`config.mk`:
```
export PLATFORM = sky130hd
export DESIGN_NAME = cascadedPic
export DESIGN_NICKNAME = d
export VERILOG_FILES = /design/src/rtl/picPkg.sv /design/src/rtl/picCtrl.sv /design/src/rtl/picCore.sv /design/src/rtl/cascadedPic.sv
export SDC_FILE = /design/constraint.sdc
export NUM_CORES = 1
export LEC_CHECK = 0
export ABC_AREA = 1
export BUFFER_PORTS_ARGS = -buffer_cell sky130_fd_sc_hd__clkbuf_2
export CAP_MARGIN = 20
export CORE_AREA = 2 2 108 110
export CTS_CLUSTER_SIZE = 25
export DETAILED_ROUTE_END_ITERATION = 6
export DIE_AREA = 0 0 110 112
export GPL_ROUTABILITY_DRIVEN = 0
export RECOVER_POWER = 100
export SYNTH_ARGS = -nofsm -noshare
export SYNTH_HDL_FRONTEND = slang
export SYNTH_SLANG_ARGS = --single-unit
export TNS_END_PERCENT = 30
```
`constraint.sdc`:
```
create_clock -name clk -period 2.2 [get_ports clk]
set_input_delay 0 -clock clk [delete_from_list [all_inputs] [get_ports clk]]
set_output_delay 0 -clock clk [all_outputs]
set_load 0.1 [all_outputs]
```
`src/rtl/picPkg.sv`:
```
package picPkg;
  localparam int DATA_W = 8;

  typedef enum logic [1:0] {
    S_READY,
    S_WORD2,
    S_WORD3,
    S_WORD4
  } initStateT;

  typedef struct packed {
    logic              initClr;
    logic              baseLd;
    logic              maskLd;
    logic              eoi;
    logic [DATA_W-1:0] data;
  } picStrobeT;
endpackage

```
`src/rtl/picCtrl.sv`:
```
module picCtrl
  import picPkg::*;
(
  input  logic              clk,
  input  logic              rstN,
  input  logic              wrEn,
  input  logic              wrA0,
  input  logic [DATA_W-1:0] wrData,
  output picStrobeT         strb
);
  initStateT state;
  logic      needWord4;
  logic      skipWord3;
  logic      isWord1;
  logic      isCmd;

  assign isWord1 = wrEn & ~wrA0 & wrData[4];
  assign isCmd   = wrEn & ~wrA0 & ~wrData[4] & ~wrData[3];

  always_comb begin
    strb.initClr = isWord1;
    strb.eoi     = isCmd & (wrData[7:5] == 3'b001);
    strb.baseLd  = wrEn & wrA0 & (state == S_WORD2);
    strb.maskLd  = wrEn & wrA0 & (state == S_READY);
    strb.data    = wrData;
  end

  always_ff @(posedge clk or negedge rstN) begin
    if (!rstN) begin
      state     <= S_READY;
      needWord4 <= 1'b0;
      skipWord3 <= 1'b0;
    end else if (isWord1) begin
      state     <= S_WORD2;
      needWord4 <= wrData[0];
      skipWord3 <= wrData[1];
    end else if (wrEn && wrA0) begin
      unique case (state)
        S_WORD2: state <= skipWord3 ? (needWord4 ? S_WORD4 : S_READY) : S_WORD3;
        S_WORD3: state <= needWord4 ? S_WORD4 : S_READY;
        S_WORD4: state <= S_READY;
        default: state <= S_READY;
      endcase
    end
  end

  p_single_strobe_r2: assert property (@(posedge clk) disable iff (!rstN)
    $onehot0({strb.initClr, strb.baseLd, strb.maskLd, strb.eoi}));

  p_word1_restarts_r2: assert property (@(posedge clk) disable iff (!rstN)
    isWord1 |=> (state == S_WORD2));
endmodule

```
`src/rtl/picCore.sv`:
```
module picCore
  import picPkg::*;
#(
  parameter int                NUM_IN     = 8,
  parameter logic [NUM_IN-1:0] LEVEL_MASK = '0
) (
  input  logic                     clk,
  input  logic                     rstN,
  input  picStrobeT                strb,
  input  logic [NUM_IN-1:0]        reqIn,
  input  logic                     ackTake,
  output logic                     intOut,
  output logic                     pickValid,
  output logic [$clog2(NUM_IN)-1:0] pickIdx,
  output logic [DATA_W-$clog2(NUM_IN)-1:0] base
);
  localparam int IDX_W  = $clog2(NUM_IN);
  localparam int BASE_W = DATA_W - IDX_W;

  logic [NUM_IN-1:0] irr, imr, isr, prevReq;
  logic [NUM_IN-1:0] rising, pend, above, eligible, ackBit, eoiBit;
  logic [BASE_W-1:0] baseR;

  assign rising   = reqIn & ~prevReq & ~LEVEL_MASK;
  assign pend     = (irr | (reqIn & LEVEL_MASK)) & ~imr;
  assign eligible = pend & above;
  assign eoiBit   = strb.eoi ? (isr & (~isr + 1'b1)) : '0;
  assign ackBit   = ackTake ? (NUM_IN'(1) << pickIdx) : '0;

  always_comb begin
    logic seen;
    seen  = 1'b0;
    above = '0;
    for (int i = 0; i < NUM_IN; i++) begin
      if (isr[i]) seen = 1'b1;
      if (!seen) above[i] = 1'b1;
    end
  end

  always_comb begin
    pickIdx = '0;
    for (int i = NUM_IN - 1; i >= 0; i--) begin
      if (eligible[i]) pickIdx = IDX_W'(i);
    end
  end

  assign pickValid = |eligible;
  assign intOut    = pickValid;
  assign base      = baseR;

  always_ff @(posedge clk or negedge rstN) begin
    if (!rstN) begin
      irr     <= '0;
      imr     <= '1;
      isr     <= '0;
      prevReq <= '0;
      baseR   <= '0;
    end else begin
      prevReq <= reqIn;
      if (strb.initClr) begin
        irr <= '0;
        isr <= '0;
        imr <= '1;
      end else begin
        irr <= (irr | rising) & reqIn & ~ackBit;
        isr <= (isr | ackBit) & ~eoiBit;
        if (strb.maskLd) imr <= strb.data;
      end
      if (strb.baseLd) baseR <= strb.data[DATA_W-1:IDX_W];
    end
  end

  p_ack_sets_isr_r7: assert property (@(posedge clk) disable iff (!rstN)
    (ackTake && !strb.initClr && !strb.eoi) |=>
      ($countones(isr) == $countones($past(isr)) + 1));

  p_eoi_clears_one_r8: assert property (@(posedge clk) disable iff (!rstN)
    (strb.eoi && (isr != '0) && !ackTake && !strb.initClr) |=>
      ($countones(isr) + 1 == $countones($past(isr))));

  p_init_clears_r10: assert property (@(posedge clk) disable iff (!rstN)
    strb.initClr |=> ((isr == '0) && (irr == '0) && (imr == '1)));
endmodule

```
`src/rtl/cascadedPic.sv`:
```
module cascadedPic
  import picPkg::*;
#(
  parameter int CASCADE_IN = 2
) (
  input  logic              clk,
  input  logic              rstN,
  input  logic [14:0]       reqIn,
  input  logic              wrEn,
  input  logic              wrSlave,
  input  logic              wrA0,
  input  logic [DATA_W-1:0] wrData,
  input  logic              ackIn,
  output logic              intOut,
  output logic              vecValid,
  output logic [DATA_W-1:0] vecOut
);
  localparam int NUM_IN = 8;
  localparam int IDX_W  = $clog2(NUM_IN);
  localparam int BASE_W = DATA_W - IDX_W;

  picStrobeT         strbArr  [2];
  logic [NUM_IN-1:0] unitReq  [2];
  logic              intArr   [2];
  logic              validArr [2];
  logic [IDX_W-1:0]  idxArr   [2];
  logic [BASE_W-1:0] baseArr  [2];
  logic [1:0]        ackTake;
  logic [DATA_W-1:0] vecNext;

  assign unitReq[0] = {reqIn[6:2], intArr[1], reqIn[1:0]};
  assign unitReq[1] = reqIn[14:7];

  for (genvar u = 0; u < 2; u++) begin : g_unit
    localparam logic [NUM_IN-1:0] LVL = (u == 0) ? (NUM_IN'(1) << CASCADE_IN) : '0;

    picCtrl uCtrl (
      .clk    (clk),
      .rstN   (rstN),
      .wrEn   (wrEn & (wrSlave == 1'(u))),
      .wrA0   (wrA0),
      .wrData (wrData),
      .strb   (strbArr[u])
    );

    picCore #(.NUM_IN(NUM_IN), .LEVEL_MASK(LVL)) uCore (
      .clk       (clk),
      .rstN      (rstN),
      .strb      (strbArr[u]),
      .reqIn     (unitReq[u]),
      .ackTake   (ackTake[u]),
      .intOut    (intArr[u]),
      .pickValid (validArr[u]),
      .pickIdx   (idxArr[u]),
      .base      (baseArr[u])
    );
  end

  assign ackTake[0] = ackIn & validArr[0];
  assign ackTake[1] = ackIn & validArr[0] & (idxArr[0] == IDX_W'(CASCADE_IN));
  assign intOut     = intArr[0];

  always_comb begin
    if (!validArr[0])                           vecNext = {baseArr[0], {IDX_W{1'b1}}};
    else if (idxArr[0] == IDX_W'(CASCADE_IN))   vecNext = {baseArr[1], idxArr[1]};
    else                                        vecNext = {baseArr[0], idxArr[0]};
  end

  always_ff @(posedge clk or negedge rstN) begin
    if (!rstN) begin
      vecValid <= 1'b0;
      vecOut   <= '0;
    end else begin
      vecValid <= ackIn;
      if (ackIn) vecOut <= vecNext;
    end
  end

  p_vec_follows_ack_r11: assert property (@(posedge clk) disable iff (!rstN)
    ackIn |=> vecValid);

  p_vec_single_r11: assert property (@(posedge clk) disable iff (!rstN)
    !ackIn |=> !vecValid);

  p_slave_via_master_r6: assert property (@(posedge clk) disable iff (!rstN)
    ackTake[1] |-> (ackTake[0] && validArr[1]));
endmodule

```
==> results of run 1 <==
-- kinds of logic (layout without fill, tap and decap cells) --
logic type / Yosys count / after routing / share of synthesized area
AND/OR/NAND/NOR: 240 / 240 / 0.252
buffers and inverters: 93 / 168 / 0.0845
flip-flops: 90 / 90 / 0.520
AO/OA/AOI/OAI: 90 / 90 / 0.126
adder cells (fa/ha/maj): 6 / 6 / 0.0172
-- per-layer routing --
layer / track usage / vias up
met5: 0 / -
met4: 0.0793 / 0
met1: 0.239 / 1694
met2: 0.282 / 66
li1: - / 1810
met3: 0.0328 / 18
-- cell type report --
type | count | area [sq um]
sequential | 90 | 2270
tap | 143 | 179
multi-input combinational | 336 | 1760
clock inverter | 3 | 90.1
fill | 1084 | 5850
clock buffer | 13 | 240
inverter | 83 | 314
timing repair buffer | 69 | 468
-- registers in the layout, indices dropped and copies added (netlist names) --
| name | flops |
|---|---|
| vecValid | 1 |
| g_unit.uCore.imr | 16 |
| g_unit.uCore.base | 10 |
| g_unit.uCore.isr | 16 |
| g_unit.uCore.prevReq | 15 |
| g_unit.uCtrl.skipWord3 | 2 |
| g_unit.uCore.irr | 16 |
| vecOut | 8 |
| g_unit.uCtrl.state | 4 |
| g_unit.uCtrl.needWord4 | 2 |
-- what timing repair did --
item | CTS | global route
hold buffers | 23 | 0
endpoints found under the hold margin | 84 | 0
endpoints found under the setup margin | 0 | 33
buffers inserted | 0 | 1
gates resized for setup | 0 | 7
-- where the power goes --
part           internal, mW  total (mW)  switching (mW)
Sequential             2.09        2.34           0.247
Combinational         0.643        2.28            1.63
Clock                  1.11        1.73           0.623
-- final timing paths --
check | endpoint | depth (start not counted)
setup / recovery | intOut | 12
hold / removal | g_unit[0].uCore.imr[5] | 3
setup reg to reg | vecOut[1] | 17
hold reg to reg | g_unit[1].uCore.base[2] | 2
max in group asynchronous | g_unit[1].uCore.irr[1] | 3
min in group asynchronous | g_unit[0].uCore.prevReq[3] | 2
-- cells in the final DEF, fill, tap and decap left out, types with 5 or more instances in the layout --
cell,n
dfstp_2,16
clkbuf_2,21
nor2_1,64
nor2_4,6
nand2_2,14
a21oi_2,6
a21oi_1,10
nor3_1,9
ha_1,6
a21boi_0,7
clkbuf_1,22
a31oi_1,10
dlygate4sd3_1,23
clkbuf_16,9
nand2_1,90
o21ai_0,39
dfrtp_1,74
nand3_1,26
inv_1,80
buf_4,5
nand4_1,13
nor2_2,9
-- critical path, cell delays in order, from the launching register on --
cell and delay (ns):
dfrtp_1 0.41, inv_1 0.12, nand2_1 0.10, nor2_2 0.12, nand2_2 0.09, nor2_4 0.11, nor2_4 0.06, nand3_2 0.07
nand2_4 0.07, nand3b_2 0.11, inv_1 0.07, nand2_2 0.07, buf_4 0.29
-- metrics by stage --
stage          utilization  total power [mW]
2_1_floorplan            -              4.07
3_3_place_gp         0.426              4.53
3_5_place_dp         0.426              4.58
4_1_cts              0.476              6.38
5_1_grt              0.476              6.77
6_report             0.476              6.35
==> impl_results.md, run 1 <==
* Reg2reg start: g_unit[1].uCore.isr[1]
* Syn Area/Cell at 8.42 sq um
* Min-Delay Path Class: input pin to register
* Drt total wl at 10.2 mm
* Grt total ovfl at 0
* Largest net degree at the start of global routing at 52
* Met3 WL at between 300 and 400 um
* WS Path Type: register to output pin
* Number of global-route vias before repair at 3541
* Syn nets at 554
* Routed Antenna Nets at 0
* Min-delay src: wrData[5]
* I/O pins at 39
* Commonest cells post-synth: nand2_1, inv_1, dfrtp_1, nor2_1, o21ai_0
* Area Overhead vs Synth at 21.8%
* Status: finished with violations
* Setup TNS at 0 ns
* Asr flop ratio synth at 1.00
* Ant. Diodes at 0
* IO buf count at 38
* First-pass iteration count of the detailed router at 4
* Max frequency at 0.486 GHz
* Setup ws final at roughly 0.14 ns
* Slew Viols, Final at 0
* Yosys warnings at 0
* Placed cell areas at 4760 sq um
* Setup violators final at 0
* Mapped Cells at a little over 500
* Max IR drop VDD at between 0.001 and 0.0015 V
* Worst EP required at 2.20 ns
* Met1 WL at 4.91 mm
* Fraction of layout cells with a size suffix above 1 at 0.173
* TritonCTS clock tree: done
* Mapped Area at 4370 sq um
* Wirelength per Cell at 13.8 um
* Full die area at 12300 sq um
* Post-synth cell types at 36
* Routed via count at roughly 3600
* Startpoint types: register
* CP max FO at 4
* Top FF cell, synth: dfrtp_1
* Pwr Density at 1190 nW/um^2
* Initial DRC count at 173
* Final worst clock skew at 0.00706 ns
* Final net count at 624
* Count leader, synth: nand2_1
* Final Instance Area at between 5000 and 6000 sq um
* Clock Path Buffers at 2
* Tcrit/Tclk final at 0.935
* Core area at approximately 11000 sq um
* Non-filler cells, final at 737
* Met2 Wirelength at 4.70 mm
* Global-route wire length before repair at 16.9 mm
* Final hold slack at -0.00144 ns
* Yosys reg bits at 90
* Slew @ Worst Pin at 1.17 ns
* # Max-Cap Violations at 0
* Seq/Total Area, Yosys at 0.520
* Skew-Pair Late Insertion Delay at 0.35 ns
* Yosys top cell by area: dfrtp_1
* Leakage at 2.57 nW
* DR top layer: met4
* Pre-CTS WS at 0.0586 ns
* FP Rows at 39
* # H-tree levels at 3
* DRC errors left at 0
* Crit path capture type: output pin
* Post-synth EDFFs at 0
* Flop-to-flop setup slack at 0.16 ns
* Failing checks: negative hold slack
* CTS Sinks at 90
* Worst path arrival time at about 2.1 ns
* Final min period at 2.06 ns
* Clock-pin transition on the worst setup and hold timing paths at 0.06 ns
* CTS Buf Count at 9
* Critical path launch point: g_unit[1].uCore.isr[1]
* Largest cells by area after synthesis: dfrtp_1, dfstp_2, nand2_1
* Initial Util at 0.391
* Total GRT Usage at 0.179
* Initial antenna violation count at 0
* Top cell type's share of synthesized area at 0.424
* RSZ-0062 raised after global routing: true
* Die height at roughly 110 um
* Endpoints failing hold at 1
* Root buf cell: clkbuf_16
* Relative slew slack at 0.223
* Inst Count DP at 697
* Detailed placement HPWL at 7.38 mm
* Vias/cell at 4.87
* Die W at 110 um
Note: power is estimated with default switching activity, not from simulation.
==> run 2, diff against run 1 <==
Settings changed: MAX_ROUTING_LAYER set to met4.
==> impl_results.md, run 2 (synthesis gave the netlist of run 1 again) <==
* First-pass iteration count of the detailed router at 4
* Final min period at 2.06 ns
* # H-tree levels at 3
* Hold path endpoint: g_unit[0].uCore.imr[5]
* IO buf count at 38
* Pre-CTS WS at 0.0586 ns
* Inst Count DP at 697
* CP max FO at 4
* Setup ws final at ~0.14 ns
* Detailed placement HPWL at 7.38 mm
* Initial antenna violation count at 0
* Regs by FF count: g_unit.uCore.imr: 16 flops, g_unit.uCore.irr: 16 flops, g_unit.uCore.isr: 16 flops
* Final worst clock skew at 0.00633 ns
* Vias/cell at 4.83
* CP Buf/Inv Count at 3
* Fill count at between 1000 and 1500
* CP top delay family: simple AND/OR/NAND/NOR gates
* Routed via count at ~3600
* Total GRT Usage at 0.185
* Worst-path cell chain: inv_1 > nand2_1 > nor2_2 > nand2_2 > nor2_4 > nor2_4 > nand3_2 > nand2_4 > nand3b_2 > inv_1 > nand2_2 > buf_4
* Final net count at 624
* Final hold slack at -0.00255 ns
* Max frequency at 0.486 GHz
* Fraction of layout cells with a size suffix above 1 at 0.173
* Die W at 110 um
* Skew-Pair Late Insertion Delay at 0.35 ns
* Commonest cells after routing, fill and taps aside: nand2_1, inv_1, dfrtp_1
* Worst EP required at 2.20 ns
* Global-route wire length before repair at between 15 and 20 mm
* Hold depth at 3
* Number of global-route vias before repair at 3536
* Reg2reg start: g_unit[1].uCore.isr[1]
* Worst path arrival time at 2.06 ns
* Leakage at around 2.6 nW
* FP Rows at 39
* Crit path capture type: output pin
* Pwr Density at 1190 nW/um^2
* Setup violators final at 0
* Slew Viols, Final at 0
* Reg2reg end: vecOut[1]
* Tcrit/Tclk final at 0.936
* Relative slew slack at 0.223
* CTS Buf Count at 9
* Slew @ Worst Pin at 1.17 ns
* Min-delay src: wrData[5]
* Ant. Diodes at 0
* Clock Path Buffers at 2
* DRC errors left at 0
* Die height at around 110 um
* CTS Sinks at 90
* Routed Antenna Nets at 0
* Largest net degree at the start of global routing at 52
* Commonest non-fill, non-tap cell in the layout: nand2_1
* Slowest cell on crit path: dfrtp_1
* Area Overhead vs Synth at 21.8%
* Status: finished with violations
* Failing checks: negative hold slack
* Grt total ovfl at 0
* Startpoint types: register
* Initial Util at 0.391
* Full die area at approximately 12000 sq um
* Root buf cell: clkbuf_16
* Wirelength per Cell at 13.7 um
* Core area at 11200 sq um
* TritonCTS clock tree: done
* Non-filler cells, final at between 700 and 800
* Endpoints failing hold at 1
* CP max stage delay at 0.41 ns
* Min-Delay Path Class: input pin to register
* RSZ-0062 raised after global routing: true
* Initial DRC count at between 150 and 200
* Max IR drop VDD at around 0.0010 V
* Clock-pin transition on the worst setup and hold timing paths at 0.06 ns
* I/O pins at 39
* WS Path Type: register to output pin
* # Max-Cap Violations at 0
* Flop-to-flop setup slack at 0.16 ns
* Drt total wl at 10.1 mm
* R2r worst-path depth at 17
run 2: cell counts in the layout (fill, tap and decap cells not counted):
No cell type changed its count.
run 2: layout make-up:
cell class	instances	area, sq um	area share
Clock inverter	3	90.1	0.0169
Inverter	83	314	0.0590
Clock buffer	13	240	0.0452
Multi-Input combinational cell	336	1760	0.330
Timing Repair Buffer	69	468	0.0880
Sequential cell	90	2270	0.427
Tap cell	143	179	0.0336
run 2: metrics by stage:
stage | area [sq um] | utilization | hold WS (ns) | total power, mW | setup TNS, ns
after floorplan | 4370 | - | -0.296 | 4.07 | 0
after global placement | 4760 | 0.426 | 0.0146 | 4.53 | 0
after detailed placement | 4760 | 0.426 | 0.0202 | 4.58 | 0
after CTS | 5320 | 0.476 | 0.00429 | 6.38 | 0
after global routing | 5320 | 0.476 | 0.0264 | 6.77 | -0.0873
final | 5320 | 0.476 | -0.00255 | 6.35 | 0
run 2: how the worst max path moves through the flow:
stage / startpoint / depth (start not counted) / endpoint
finish: g_unit[1].uCore.isr[1] / 12 / intOut
global route: g_unit[1].uCore.imr[1] / 15 / g_unit[0].uCore.isr[1]
CTS: g_unit[1].uCore.isr[0] / 15 / vecOut[1]
detailed placement: g_unit[1].uCore.isr[0] / 15 / vecOut[1]
global placement: g_unit[1].uCore.imr[7] / 14 / vecOut[3]
floorplan: g_unit[1].uCore.imr[7] / 14 / vecOut[1]
run 2: worst register-to-register path, delay by kind of cell, from the launching register on:
kind                   cells  cell delay [ns]
flip-flops                 1             0.41
buffers and inverters      3             0.35
AND/OR/NAND/NOR           14             1.20
run 2: what timing repair did:
item                                   4_1_cts  5_1_grt
gates resized for setup                      0        7
buffers inserted                             0        1
endpoints found under the hold margin       84        0
hold buffers                                23        0
setup endpoints to repair                    0       33
run 2: routing by layer:
layer  vias to the layer above  GRT usage  part of all wire
met4                         0     0.0793             0.023
met2                        65      0.282              0.47
met3                        17     0.0328             0.028
met1                      1672      0.240              0.48
li1                       1806          -                 -
met5                         -          -                 0
run 2: power breakdown:
group	switching (mW)	internal, mW	total (mW)
Clock	0.621	1.11	1.73
Sequential	0.246	2.09	2.34
Combinational	1.63	0.643	2.28
